## src/rtl/sw_id_pkg.sv

```systemverilog
package sw_id_pkg;

  typedef enum logic [2:0] {
    ST_IDLE,
    ST_RSTLOW,
    ST_PDWAIT,
    ST_PDDRV,
    ST_CMD,
    ST_SEND,
    ST_DONE
  } sw_state_e;

  function automatic int int_max(input int a, input int b);
    return (a > b) ? a : b;
  endfunction

  // One serial step of the reflected x^8+x^5+x^4+1 checksum.
  function automatic logic [7:0] crc_step(input logic [7:0] c, input logic b);
    logic fb;
    fb = c[0] ^ b;
    return {1'b0, c[7:1]} ^ (fb ? 8'h8C : 8'h00);
  endfunction

  function automatic logic [7:0] crc_of56(input logic [55:0] d);
    logic [7:0] c;
    c = 8'h00;
    for (int i = 0; i < 56; i++) c = crc_step(c, d[i]);
    return c;
  endfunction

  function automatic logic [63:0] make_id(input logic [7:0] fam, input logic [47:0] ser);
    return {crc_of56({ser, fam}), ser, fam};
  endfunction

endpackage

```

## src/rtl/sw_low_timer.sv

```systemverilog
module sw_low_timer #(
  parameter int RESET_US = 480
) (
  input  logic clk,
  input  logic rst_n,
  input  logic us_tick,
  input  logic bus_in,
  output logic reset_hit
);
  localparam int LW = $clog2(RESET_US + 1);

  logic [LW-1:0] low_q;

  always_ff @(posedge clk or negedge rst_n) begin
    if (!rst_n) low_q <= '0;
    else if (bus_in) low_q <= '0;
    else if (us_tick && low_q != LW'(RESET_US)) low_q <= low_q + LW'(1);
  end

  // Single pulse when the low period reaches the threshold; counter saturates.
  assign reset_hit = !bus_in && us_tick && (low_q == LW'(RESET_US - 1));
endmodule

```

## src/rtl/sw_edge_det.sv

```systemverilog
module sw_edge_det (
  input  logic clk,
  input  logic rst_n,
  input  logic bus_in,
  output logic fall,
  output logic rise
);
  logic bus_d;

  always_ff @(posedge clk or negedge rst_n) begin
    if (!rst_n) bus_d <= 1'b1;
    else bus_d <= bus_in;
  end

  assign fall = bus_d & ~bus_in;
  assign rise = ~bus_d & bus_in;
endmodule

```

## src/rtl/sw_id_rom.sv

```systemverilog
module sw_id_rom #(
  parameter logic [7:0]  FAMILY = 8'h01,
  parameter logic [47:0] SERIAL = 48'h0000_1234_5678,
  parameter int          IW     = 6
) (
  input  logic [IW-1:0] idx,
  output logic          id_bit
);
  localparam logic [63:0] ID = sw_id_pkg::make_id(FAMILY, SERIAL);

  assign id_bit = ID[idx];
endmodule

```

## src/rtl/sw_id_responder.sv

```systemverilog
module sw_id_responder
  import sw_id_pkg::*;
#(
  parameter logic [7:0]  FAMILY     = 8'h01,
  parameter logic [47:0] SERIAL     = 48'h0000_1234_5678,
  parameter int          RESET_US   = 480,
  parameter int          PD_WAIT_US = 30,
  parameter int          PD_LOW_US  = 120,
  parameter int          SAMPLE_US  = 30,
  parameter int          HOLD_US    = 30,
  parameter int          CMD_BITS   = 8
) (
  input  logic clk,
  input  logic rst_n,
  input  logic us_tick,
  input  logic bus_in,
  output logic pull_low
);
  localparam int ID_BITS = 64;
  localparam int IW      = $clog2(ID_BITS);
  localparam int TMAX    = int_max(int_max(PD_WAIT_US, PD_LOW_US), int_max(SAMPLE_US, HOLD_US));
  localparam int TW      = $clog2(TMAX + 1);

  sw_state_e     state_q;
  logic [TW-1:0] tcnt_q;
  logic [IW-1:0] idx_q;
  logic          slot_on_q;
  logic          pull_q;

  logic reset_hit, slot_fall, bus_rise, id_bit, slot_end;

  sw_low_timer #(.RESET_US(RESET_US)) u_low (
    .clk(clk), .rst_n(rst_n), .us_tick(us_tick), .bus_in(bus_in), .reset_hit(reset_hit)
  );

  sw_edge_det u_edge (
    .clk(clk), .rst_n(rst_n), .bus_in(bus_in), .fall(slot_fall), .rise(bus_rise)
  );

  sw_id_rom #(.FAMILY(FAMILY), .SERIAL(SERIAL), .IW(IW)) u_rom (
    .idx(idx_q), .id_bit(id_bit)
  );

  // End of the timed part of a write or read slot.
  always_comb begin
    slot_end = 1'b0;
    if (slot_on_q && us_tick && !slot_fall) begin
      if (state_q == ST_CMD)  slot_end = (tcnt_q == TW'(SAMPLE_US - 1));
      if (state_q == ST_SEND) slot_end = (tcnt_q == TW'(HOLD_US - 1));
    end
  end

  always_ff @(posedge clk or negedge rst_n) begin
    if (!rst_n) begin
      state_q   <= ST_IDLE;
      tcnt_q    <= '0;
      idx_q     <= '0;
      slot_on_q <= 1'b0;
      pull_q    <= 1'b0;
    end else if (reset_hit) begin
      state_q   <= ST_RSTLOW;
      tcnt_q    <= '0;
      idx_q     <= '0;
      slot_on_q <= 1'b0;
      pull_q    <= 1'b0;
    end else begin
      case (state_q)
        ST_RSTLOW: if (bus_rise) begin
          state_q <= ST_PDWAIT;
          tcnt_q  <= '0;
        end
        ST_PDWAIT: if (us_tick) begin
          if (tcnt_q == TW'(PD_WAIT_US - 1)) begin
            state_q <= ST_PDDRV;
            tcnt_q  <= '0;
            pull_q  <= 1'b1;
          end else tcnt_q <= tcnt_q + TW'(1);
        end
        ST_PDDRV: if (us_tick) begin
          if (tcnt_q == TW'(PD_LOW_US - 1)) begin
            state_q <= ST_CMD;
            tcnt_q  <= '0;
            idx_q   <= '0;
            pull_q  <= 1'b0;
          end else tcnt_q <= tcnt_q + TW'(1);
        end
        ST_CMD: begin
          if (slot_fall) begin
            slot_on_q <= 1'b1;
            tcnt_q    <= '0;
          end else if (slot_end) begin
            slot_on_q <= 1'b0;
            if (idx_q == IW'(CMD_BITS - 1)) begin
              state_q <= ST_SEND;
              idx_q   <= '0;
            end else idx_q <= idx_q + IW'(1);
          end else if (slot_on_q && us_tick) tcnt_q <= tcnt_q + TW'(1);
        end
        ST_SEND: begin
          if (slot_fall) begin
            slot_on_q <= 1'b1;
            tcnt_q    <= '0;
            pull_q    <= ~id_bit;
          end else if (slot_end) begin
            slot_on_q <= 1'b0;
            pull_q    <= 1'b0;
            if (idx_q == IW'(ID_BITS - 1)) state_q <= ST_DONE;
            else idx_q <= idx_q + IW'(1);
          end else if (slot_on_q && us_tick) tcnt_q <= tcnt_q + TW'(1);
        end
        default: ;
      endcase
    end
  end

  assign pull_low = pull_q;
endmodule

```

## config.mk

```make
export PLATFORM = sky130hd
export DESIGN_NAME = sw_id_responder
export DESIGN_NICKNAME = d
export VERILOG_FILES = /design/src/rtl/sw_id_pkg.sv /design/src/rtl/sw_low_timer.sv /design/src/rtl/sw_edge_det.sv /design/src/rtl/sw_id_rom.sv /design/src/rtl/sw_id_responder.sv
export SDC_FILE = /design/constraint.sdc
export NUM_CORES = 1
export LEC_CHECK = 0
export BUFFER_PORTS_ARGS = -buffer_cell sky130_fd_sc_hd__buf_4
export CORE_ASPECT_RATIO = 2
export CORE_MARGIN = 2
export CORE_UTILIZATION = 35
export CTS_BUF_LIST = sky130_fd_sc_hd__clkbuf_4 sky130_fd_sc_hd__clkbuf_8
export DETAILED_ROUTE_END_ITERATION = 10
export PLACE_DENSITY = 0.51
export SKIP_LAST_GASP = 1
export SLEW_MARGIN = 20
export SYNTH_ARGS = -nofsm -noshare
export SYNTH_HDL_FRONTEND = slang
export SYNTH_SLANG_ARGS = --single-unit
```

## constraint.sdc

```tcl
create_clock -name clk -period 2.35 [get_ports clk]
set_input_delay 0.47 -clock clk [delete_from_list [all_inputs] [get_ports clk]]
set_output_delay 0.47 -clock clk [all_outputs]
set_load 0.005 [all_outputs]
```

==> impl_summary.txt, run 1 <==
----------------------------------------------------
[Timing]
  Summed negative setup slack over all endpoints ... 0 ns
  Final number of hold-violating endpoints ... 0
  Final period utilization ... 0.913
  Clock period minus final worst setup slack ... about 2.1 ns
  Maximum clock frequency ... 0.466 GHz
  Final setup vio count ... 0
  Setup repair after global routing missed its margin ... false
  Pins over their slew limit ... 0
  Tightest slew margin relative to the limit ... 0.668
  Worst Max-Slew Pin Slew ... slightly below 0.5 ns
  Final clock skew ... around 0.007 ns

[Final layout]
  Fraction of layout cells with a size suffix above 1 ... 0.162
  Highest-count cells in the layout ignoring fill and taps ... sky130_fd_sc_hd__nor2_1, sky130_fd_sc_hd__dfrtp_1, sky130_fd_sc_hd__nand2_1
  Storage cell area ... between 700 and 800 um^2
  Cell Count, Final, Fillers Out ... 302
  Final #Nets ... roughly 260
  Count of filler cells inserted in the layout ... between 500 and 600
  Most common cell after layout, fill and taps aside ... sky130_fd_sc_hd__nor2_1
  Area added between synthesis and finish ... 10.2%
  Area used by multi-input combinational logic ... 0.00125 mm^2
  Diodes inserted ... 0

[Worst setup path]
  Crit Path Category ... flip-flop to flip-flop
  Worst path bufs/invs ... 0
  Peak per-stage delay on the critical path ... about 0.52 ns
  Worst-path maximum fanout ... 7
  Crit path cell chain ... ha_1 -> and3_1 -> and4b_1 -> a21oi_2 -> o21ai_2 -> or4_1 -> o211ai_1
  Family of cells with the greatest summed delay on the critical path ... simple AND/OR/NAND/NOR gates
  Slowest library cell on the worst path ... sky130_fd_sc_hd__or4_1
  Sort of element at the end of the critical path ... flip-flop
  Startpoint kind of the worst setup timing path ... flip-flop
  Critical path required time ... 2.57 ns
  Arrival time reported for the critical path endpoint ... 2.36 ns

[Floorplanning]
  Number of cell rows ... 39
  Die outline width ... just under 60 um
  Number of ports placed on the die boundary ... 5
  Die extent in y ... around 110 um
  Area of the die ... between 0.006 and 0.007 mm^2
  Core area ... 0.00571 mm^2
  Initial Util ... 0.361

[Logic synthesis]
  Fraction of synthesis flops using an asynchronous set or reset pin ... 1.00
  Total standard cell area after synthesis ... 0.00206 mm^2
  Library cell with the largest summed area after synthesis ... sky130_fd_sc_hd__dfrtp_1
  Top area cells in the synthesized netlist ... sky130_fd_sc_hd__dfrtp_1, sky130_fd_sc_hd__ha_1, sky130_fd_sc_hd__nor2_1
  Post-synthesis sequential element count ... 28
  Sequential fraction of the synthesis area ... 0.340
  Count of unique library cells instantiated by Yosys ... between 50 and 60
  Total nets after synthesis ... roughly 250
  Number of warnings printed during yosys synthesis ... 0
  Most frequently used flop master after synthesis ... sky130_fd_sc_hd__dfrtp_1
  Post-Synthesis Mean Instance Area ... between 8 and 9 um^2
  Area fraction of the dominant cell type after synthesis ... 0.328
  Number of synthesized flops with an enable pin ... 0
  Number of instances in the synthesized netlist ... approximately 230

[GRT]
  Global routing usage on met1 ... 0.167
  Pin count of the biggest net entering global routing ... 29
  Number of antenna violations at the first check in global routing ... 0
  GRT met2 Usage ... 0.333
  Met3 capacity usage during global routing ... 0.0161
  Global-route usage over all layers ... 0.174
  First-pass GRT wire length ... around 8800 um
  Via count of the first global-routing pass ... slightly below 2k
  Routing layer with the top usage in global route ... met2
  Total grt overflow ... 0

[Clocking]
  Number of buffers on the longest clock path ... 2
  Clk_lat worst skew ... 0.29 ns
  Root Buffer ... sky130_fd_sc_hd__clkbuf_8
  Quantity of hold-fixing buffers added after cts ... 0
  CTS Buf Count ... 3
  Level count of the clock H-tree ... 1
  Clock input transition at the sequential cells of the worst setup and hold paths ... around 0.11 ns
  Clock tree from TritonCTS ... yes
  Number of clock sinks ... 28

[Drt]
  Detailed-route vias per instance ... approximately 5.7
  Detail Route Antenna Nets ... 0
  Overall via count from detail_route ... around 1.7k
  Total detailed-routing wirelength ... around 5000 um
  Number of remaining DRC errors ... 0
  Wire per inst ... around 17 um
  Detailed-routing iteration count for the pre-antenna-repair pass ... 4
  Detailed Route Iter0 Violations ... 66

[Run status]
  Run status ... finished, final reports clean

[Worst hold path]
  Worst Hold Class ... primary input to asynchronous set/reset pin

[Placed design]
  # placed instances ... around 300
  IO buf count ... 4
  Routability-driven placement congestion ratio ... roughly 0.91
  HPWL Detailed ... between 3000 and 4000 um

[Power]
  Areal power density over the cells ... ~410 mW/mm^2
  Leakage power ... 1.01 nW
  IR drop worst, VDD ... about 0.00028 V

[Job]
  Reported max-cap violation count ... 0

----------------------------------------------------
[Yosys cell counts, types with 2 or more instances]
library cell,count
sky130_fd_sc_hd__or4_1,2
sky130_fd_sc_hd__and3_1,3
sky130_fd_sc_hd__nor2b_1,5
sky130_fd_sc_hd__and2b_1,2
sky130_fd_sc_hd__o31ai_1,6
sky130_fd_sc_hd__inv_1,13
sky130_fd_sc_hd__nand3_1,13
sky130_fd_sc_hd__dfrtp_1,27
sky130_fd_sc_hd__nor2_1,28
sky130_fd_sc_hd__clkbuf_1,5
sky130_fd_sc_hd__nand2b_1,6
sky130_fd_sc_hd__xor2_1,6
sky130_fd_sc_hd__mux2i_1,6
sky130_fd_sc_hd__a21oi_1,5
sky130_fd_sc_hd__nand2_1,22
sky130_fd_sc_hd__nand4_1,4
sky130_fd_sc_hd__xnor2_1,2
sky130_fd_sc_hd__o41ai_2,2
sky130_fd_sc_hd__nor3_1,3
sky130_fd_sc_hd__o21ai_1,6
sky130_fd_sc_hd__a31oi_1,3
sky130_fd_sc_hd__buf_2,5
sky130_fd_sc_hd__a22o_1,3
sky130_fd_sc_hd__o21ai_0,5
sky130_fd_sc_hd__a221oi_1,2
sky130_fd_sc_hd__o2111ai_1,3
sky130_fd_sc_hd__mux2_2,2
sky130_fd_sc_hd__ha_1,11
sky130_fd_sc_hd__o22ai_1,4
[layout make-up]
cell class / instances / area share
Clock buffer: 3 / 0.0182
Multi-Input combinational cell: 180 / 0.552
Clock inverter: 1 / 0.0132
Timing Repair Buffer: 16 / 0.0529
Tap cell: 61 / 0.0336
Inverter: 13 / 0.0215
Sequential cell: 28 / 0.309
[repair_timing]
action	CTS	global route
endpoints found under the setup margin	0	2
resized for setup	0	2
setup buffers	0	0
[cells by family after synthesis]
| kind of cell | synth area share |
|---|---|
| simple gates | 0.261 |
| compound gates | 0.191 |
| flops | 0.340 |
| buf+inv | 0.0558 |
| fa+ha+maj | 0.0667 |
| mux | 0.0510 |
| xor+xnor | 0.0340 |
[power breakdown]
| part | switching (mW) | internal, mW |
|---|---|---|
| clock | 0.173 | 0.229 |
| sequential | 0.00554 | 0.487 |
| combinational | 0.0259 | 0.0141 |
| total | 0.204 | 0.730 |
[worst paths after layout]
kind                             endpoint  startpoint  slack, ns  depth (start not counted)
max                             tcnt_q[6]   tcnt_q[0]       0.20                          7
min                        u_low.low_q[7]       rst_n       0.09                          1
max reg2reg                     tcnt_q[6]   tcnt_q[0]       0.20                          7
min reg2reg                      pull_low    pull_low       0.51                          1
max in group asynchronous    u_edge.bus_d       rst_n       1.94                          1
min in group clk             u_edge.bus_d      bus_in       0.34                          1
[state kept, by name, indices dropped and copies added (netlist names)]
signal	count
tcnt_q	7
state_q	3
u_edge.bus_d	1
u_low.low_q	9
slot_on_q	1
pull_low	1
idx_q	6
[metrics by stage]
stage	util	instance area (um^2)	total power [mW]	setup WS, ns	hold slack (ns)
floorplan	-	2060	0.522	0.359	0.174
global placement	0.384	2190	0.543	0.122	0.429
detailed placement	0.384	2190	0.543	0.113	0.431
CTS	0.396	2260	0.946	0.117	0.101
global route	0.398	2270	0.976	0.0535	0.110
finish	0.398	2270	0.934	0.204	0.0921
[routing by layer]
layer / part of all wire / up-vias
met5: 0 / -
met4: 0.033 / 0
met3: 0.012 / 11
met2: 0.59 / 21
met1: 0.36 / 843
li1: - / 848
Note: power is estimated with default switching activity, not from simulation.
==> run 2: changes to the inputs <==
--- a/config.mk
+++ b/config.mk
@@ -8,12 +8,14 @@
 export BUFFER_PORTS_ARGS = -buffer_cell sky130_fd_sc_hd__buf_4
 export CORE_ASPECT_RATIO = 2
 export CORE_MARGIN = 2
-export CORE_UTILIZATION = 35
+export CORE_UTILIZATION = 45
 export CTS_BUF_LIST = sky130_fd_sc_hd__clkbuf_4 sky130_fd_sc_hd__clkbuf_8
+export CTS_CLUSTER_SIZE = 12
 export DETAILED_ROUTE_END_ITERATION = 10
-export PLACE_DENSITY = 0.51
+export PLACE_DENSITY = 0.62
 export SKIP_LAST_GASP = 1
 export SLEW_MARGIN = 20
 export SYNTH_ARGS = -nofsm -noshare
 export SYNTH_HDL_FRONTEND = slang
+export SYNTH_HIERARCHICAL = 1
 export SYNTH_SLANG_ARGS = --single-unit
==> impl_summary.txt, run 2 <==
----------------------------------------------------
[Run status]
  Run status ... finished, final reports clean

[Timing]
  Summed negative setup slack over all endpoints ... 0 ns
  Maximum clock frequency ... between 0.4 and 0.5 GHz
  Worst Max-Slew Pin Slew ... ~0.47 ns
  Final period utilization ... 0.968
  Setup WS post-layout ... 0.0755 ns
  Setup repair after global routing missed its margin ... true
  Final setup vio count ... 0
  Final number of hold-violating endpoints ... 0
  Tightest slew margin relative to the limit ... 0.685
  Final clock skew ... 0.00188 ns
  Clock period minus final worst setup slack ... between 2 and 2.5 ns
  Pins over their slew limit ... 0

[Clocking]
  Number of clock sinks ... 28
  Level count of the clock H-tree ... 1
  CTS Buf Count ... 3
  Root Buffer ... sky130_fd_sc_hd__clkbuf_8
  Quantity of hold-fixing buffers added after cts ... 0
  Clock tree from TritonCTS ... yes
  Clock input transition at the sequential cells of the worst setup and hold paths ... about 0.10 ns
  Number of buffers on the longest clock path ... 2
  Clk_lat worst skew ... 0.28 ns

[Drt]
  Number of remaining DRC errors ... 0
  Detailed-route vias per instance ... a little over 6
  Wire per inst ... approximately 17 um
  Detailed Route Iter0 Violations ... 53
  Total detailed-routing wirelength ... about 5600 um
  Detailed-routing iteration count for the pre-antenna-repair pass ... 4
  Overall via count from detail_route ... around 2k
  Detail Route Antenna Nets ... 0

[Final layout]
  Count of filler cells inserted in the layout ... 429
  Fin area ... about 0.0026 mm^2
  Most common cell after layout, fill and taps aside ... sky130_fd_sc_hd__buf_4
  Highest-count cells in the layout ignoring fill and taps ... sky130_fd_sc_hd__buf_4, sky130_fd_sc_hd__dfrtp_1, sky130_fd_sc_hd__nor2_1
  Register with the most flip-flops ... u_low/low_q
  Utilization after layout ... 0.567
  Area added between synthesis and finish ... 22.7%
  Largest register FFs ... 9
  Fraction of layout cells with a size suffix above 1 ... 0.289
  Final #Nets ... ~300
  Registers with the most flip-flops ... u_low/low_q (9), tcnt_q (7), idx_q (6)
  Diodes inserted ... 0

[Placed design]
  Routability-driven placement congestion ratio ... just under 0.9
  Pre-CTS setup slack ... -0.0365 ns
  IO buf count ... 4
  HPWL Detailed ... between 4000 and 5000 um
  Total placed instance area ... ~0.0025 mm^2

[Logic synthesis]
  Most frequently used flop master after synthesis ... sky130_fd_sc_hd__dfrtp_1
  Number of synthesized flops with an enable pin ... 0
  Sequential fraction of the synthesis area ... 0.330
  Area fraction of the dominant cell type after synthesis ... 0.318
  Total nets after synthesis ... around 250
  Library cell with the largest summed area after synthesis ... sky130_fd_sc_hd__dfrtp_1
  Post-synthesis sequential element count ... 28
  Most common cell in the synthesized netlist ... sky130_fd_sc_hd__dfrtp_1
  Top area cells in the synthesized netlist ... sky130_fd_sc_hd__dfrtp_1, sky130_fd_sc_hd__ha_1, sky130_fd_sc_hd__o21ai_0
  Most frequent cells after synthesis ... sky130_fd_sc_hd__dfrtp_1, sky130_fd_sc_hd__nor2_1, sky130_fd_sc_hd__o21ai_0
  Number of warnings printed during yosys synthesis ... 6
  Number of instances in the synthesized netlist ... roughly 240
  Total standard cell area after synthesis ... between 0.002 and 0.0025 mm^2
  Post-Synthesis Mean Instance Area ... 8.97 um^2
  Fraction of synthesis flops using an asynchronous set or reset pin ... 1.00
  Count of unique library cells instantiated by Yosys ... 64

[Power]
  Design Power ... around 2.2 mW
  Leakage power ... 1.14 nW
  IR drop worst, VDD ... ~0.00044 V
  Areal power density over the cells ... 849 mW/mm^2

[GRT]
  Number of antenna violations at the first check in global routing ... 0
  First-pass GRT wire length ... a little over 9000 um
  Global-route usage over all layers ... 0.233
  Pin count of the biggest net entering global routing ... 29
  Total grt overflow ... 0
  Via count of the first global-routing pass ... 2050

[Floorplanning]
  Area of the die ... 0.00532 mm^2
  Die outline width ... approximately 53 um
  Number of ports placed on the die boundary ... 5
  Die extent in y ... roughly 100 um
  Core area ... approximately 0.0046 mm^2
  Number of cell rows ... 35
  Initial Util ... 0.462

[Worst setup path]
  Critical path required time ... around 2.5 ns
  Sort of element at the end of the critical path ... flip-flop
  Arrival time reported for the critical path endpoint ... between 2 and 2.5 ns
  Worst-path maximum fanout ... 4
  Crit Path Category ... flip-flop to flip-flop
  Startpoint kind of the worst setup timing path ... flip-flop

[Worst hold path]
  Worst Hold Class ... primary input to asynchronous set/reset pin

[Job]
  Reported max-cap violation count ... 0

----------------------------------------------------
-- run 2: logic make-up (layout without fill, tap and decap cells) --
kind of cell	Yosys count	count (layout)	synth area share
and+or+nand+nor	96	96	0.265
AOI/OAI and AO/OA	69	69	0.225
DFF	28	28	0.330
buffers and inverters	21	61	0.0500
adders and majority gates	12	12	0.0706
muxes	9	9	0.0506
xor gates and xnor gates	2	2	0.00824
-- run 2: timing repair --
item | CTS | global route
setup endpoints to repair | 0 | 10
setup buffers | 0 | 3
resized for setup | 0 | 11
-- run 2: worst paths after layout --
path | from | end | slack [ns] | cells after the start
min reg2reg | tcnt_q[3] | tcnt_q[3] | 0.55 | 1
max in group asynchronous | rst_n | u_edge/bus_d | 1.94 | 1
max reg2reg | u_low/low_q[1] | tcnt_q[3] | 0.08 | 8
min | rst_n | idx_q[2] | 0.09 | 1
max | u_low/low_q[1] | tcnt_q[3] | 0.08 | 8
min in group clk | bus_in | u_edge/bus_d | 0.32 | 1
-- run 2: layout make-up --
type	count	area [um^2]	share of cell area
clock buffer	3	41.3	0.0158
tap	55	68.8	0.0264
multi-input combinational	188	1380	0.529
inverter	12	45.0	0.0173
timing repair buffer	45	342	0.131
sequential	28	703	0.270
clock inverter	1	30.0	0.0115
-- run 2: through the flow --
step                      hold WS (ns)  std cells
after CTS                        0.107        329
after global routing             0.116        332
final                           0.0928        332
after detailed placement         0.416        325
after floorplan                  0.174        237
after global placement           0.417        325
-- run 2: metal layers --
metal / routed length (um) / global-route usage
met4: 307 / 0.154
met2: 3140 / 0.429
met5: 0 / 0
met3: 80 / 0.0206
met1: 2090 / 0.237
-- run 2: worst max-delay path: stages (launching register included) --
cell and delay, ns:
sky130_fd_sc_hd__dfrtp_1 0.37, sky130_fd_sc_hd__ha_2 0.20, sky130_fd_sc_hd__nand4_1 0.18, sky130_fd_sc_hd__nor3_4 0.31, sky130_fd_sc_hd__nand4bb_4 0.19, sky130_fd_sc_hd__nor4_1 0.07, sky130_fd_sc_hd__or3_4 0.39, sky130_fd_sc_hd__or2_4 0.28
sky130_fd_sc_hd__o31ai_1 0.20
-- run 2: power breakdown --
part           internal [mW]  switching, mW  leakage (nW)
Sequential             0.558         0.0786         0.366
Clock                  0.228          0.164        0.0357
Combinational          0.547          0.639         0.738
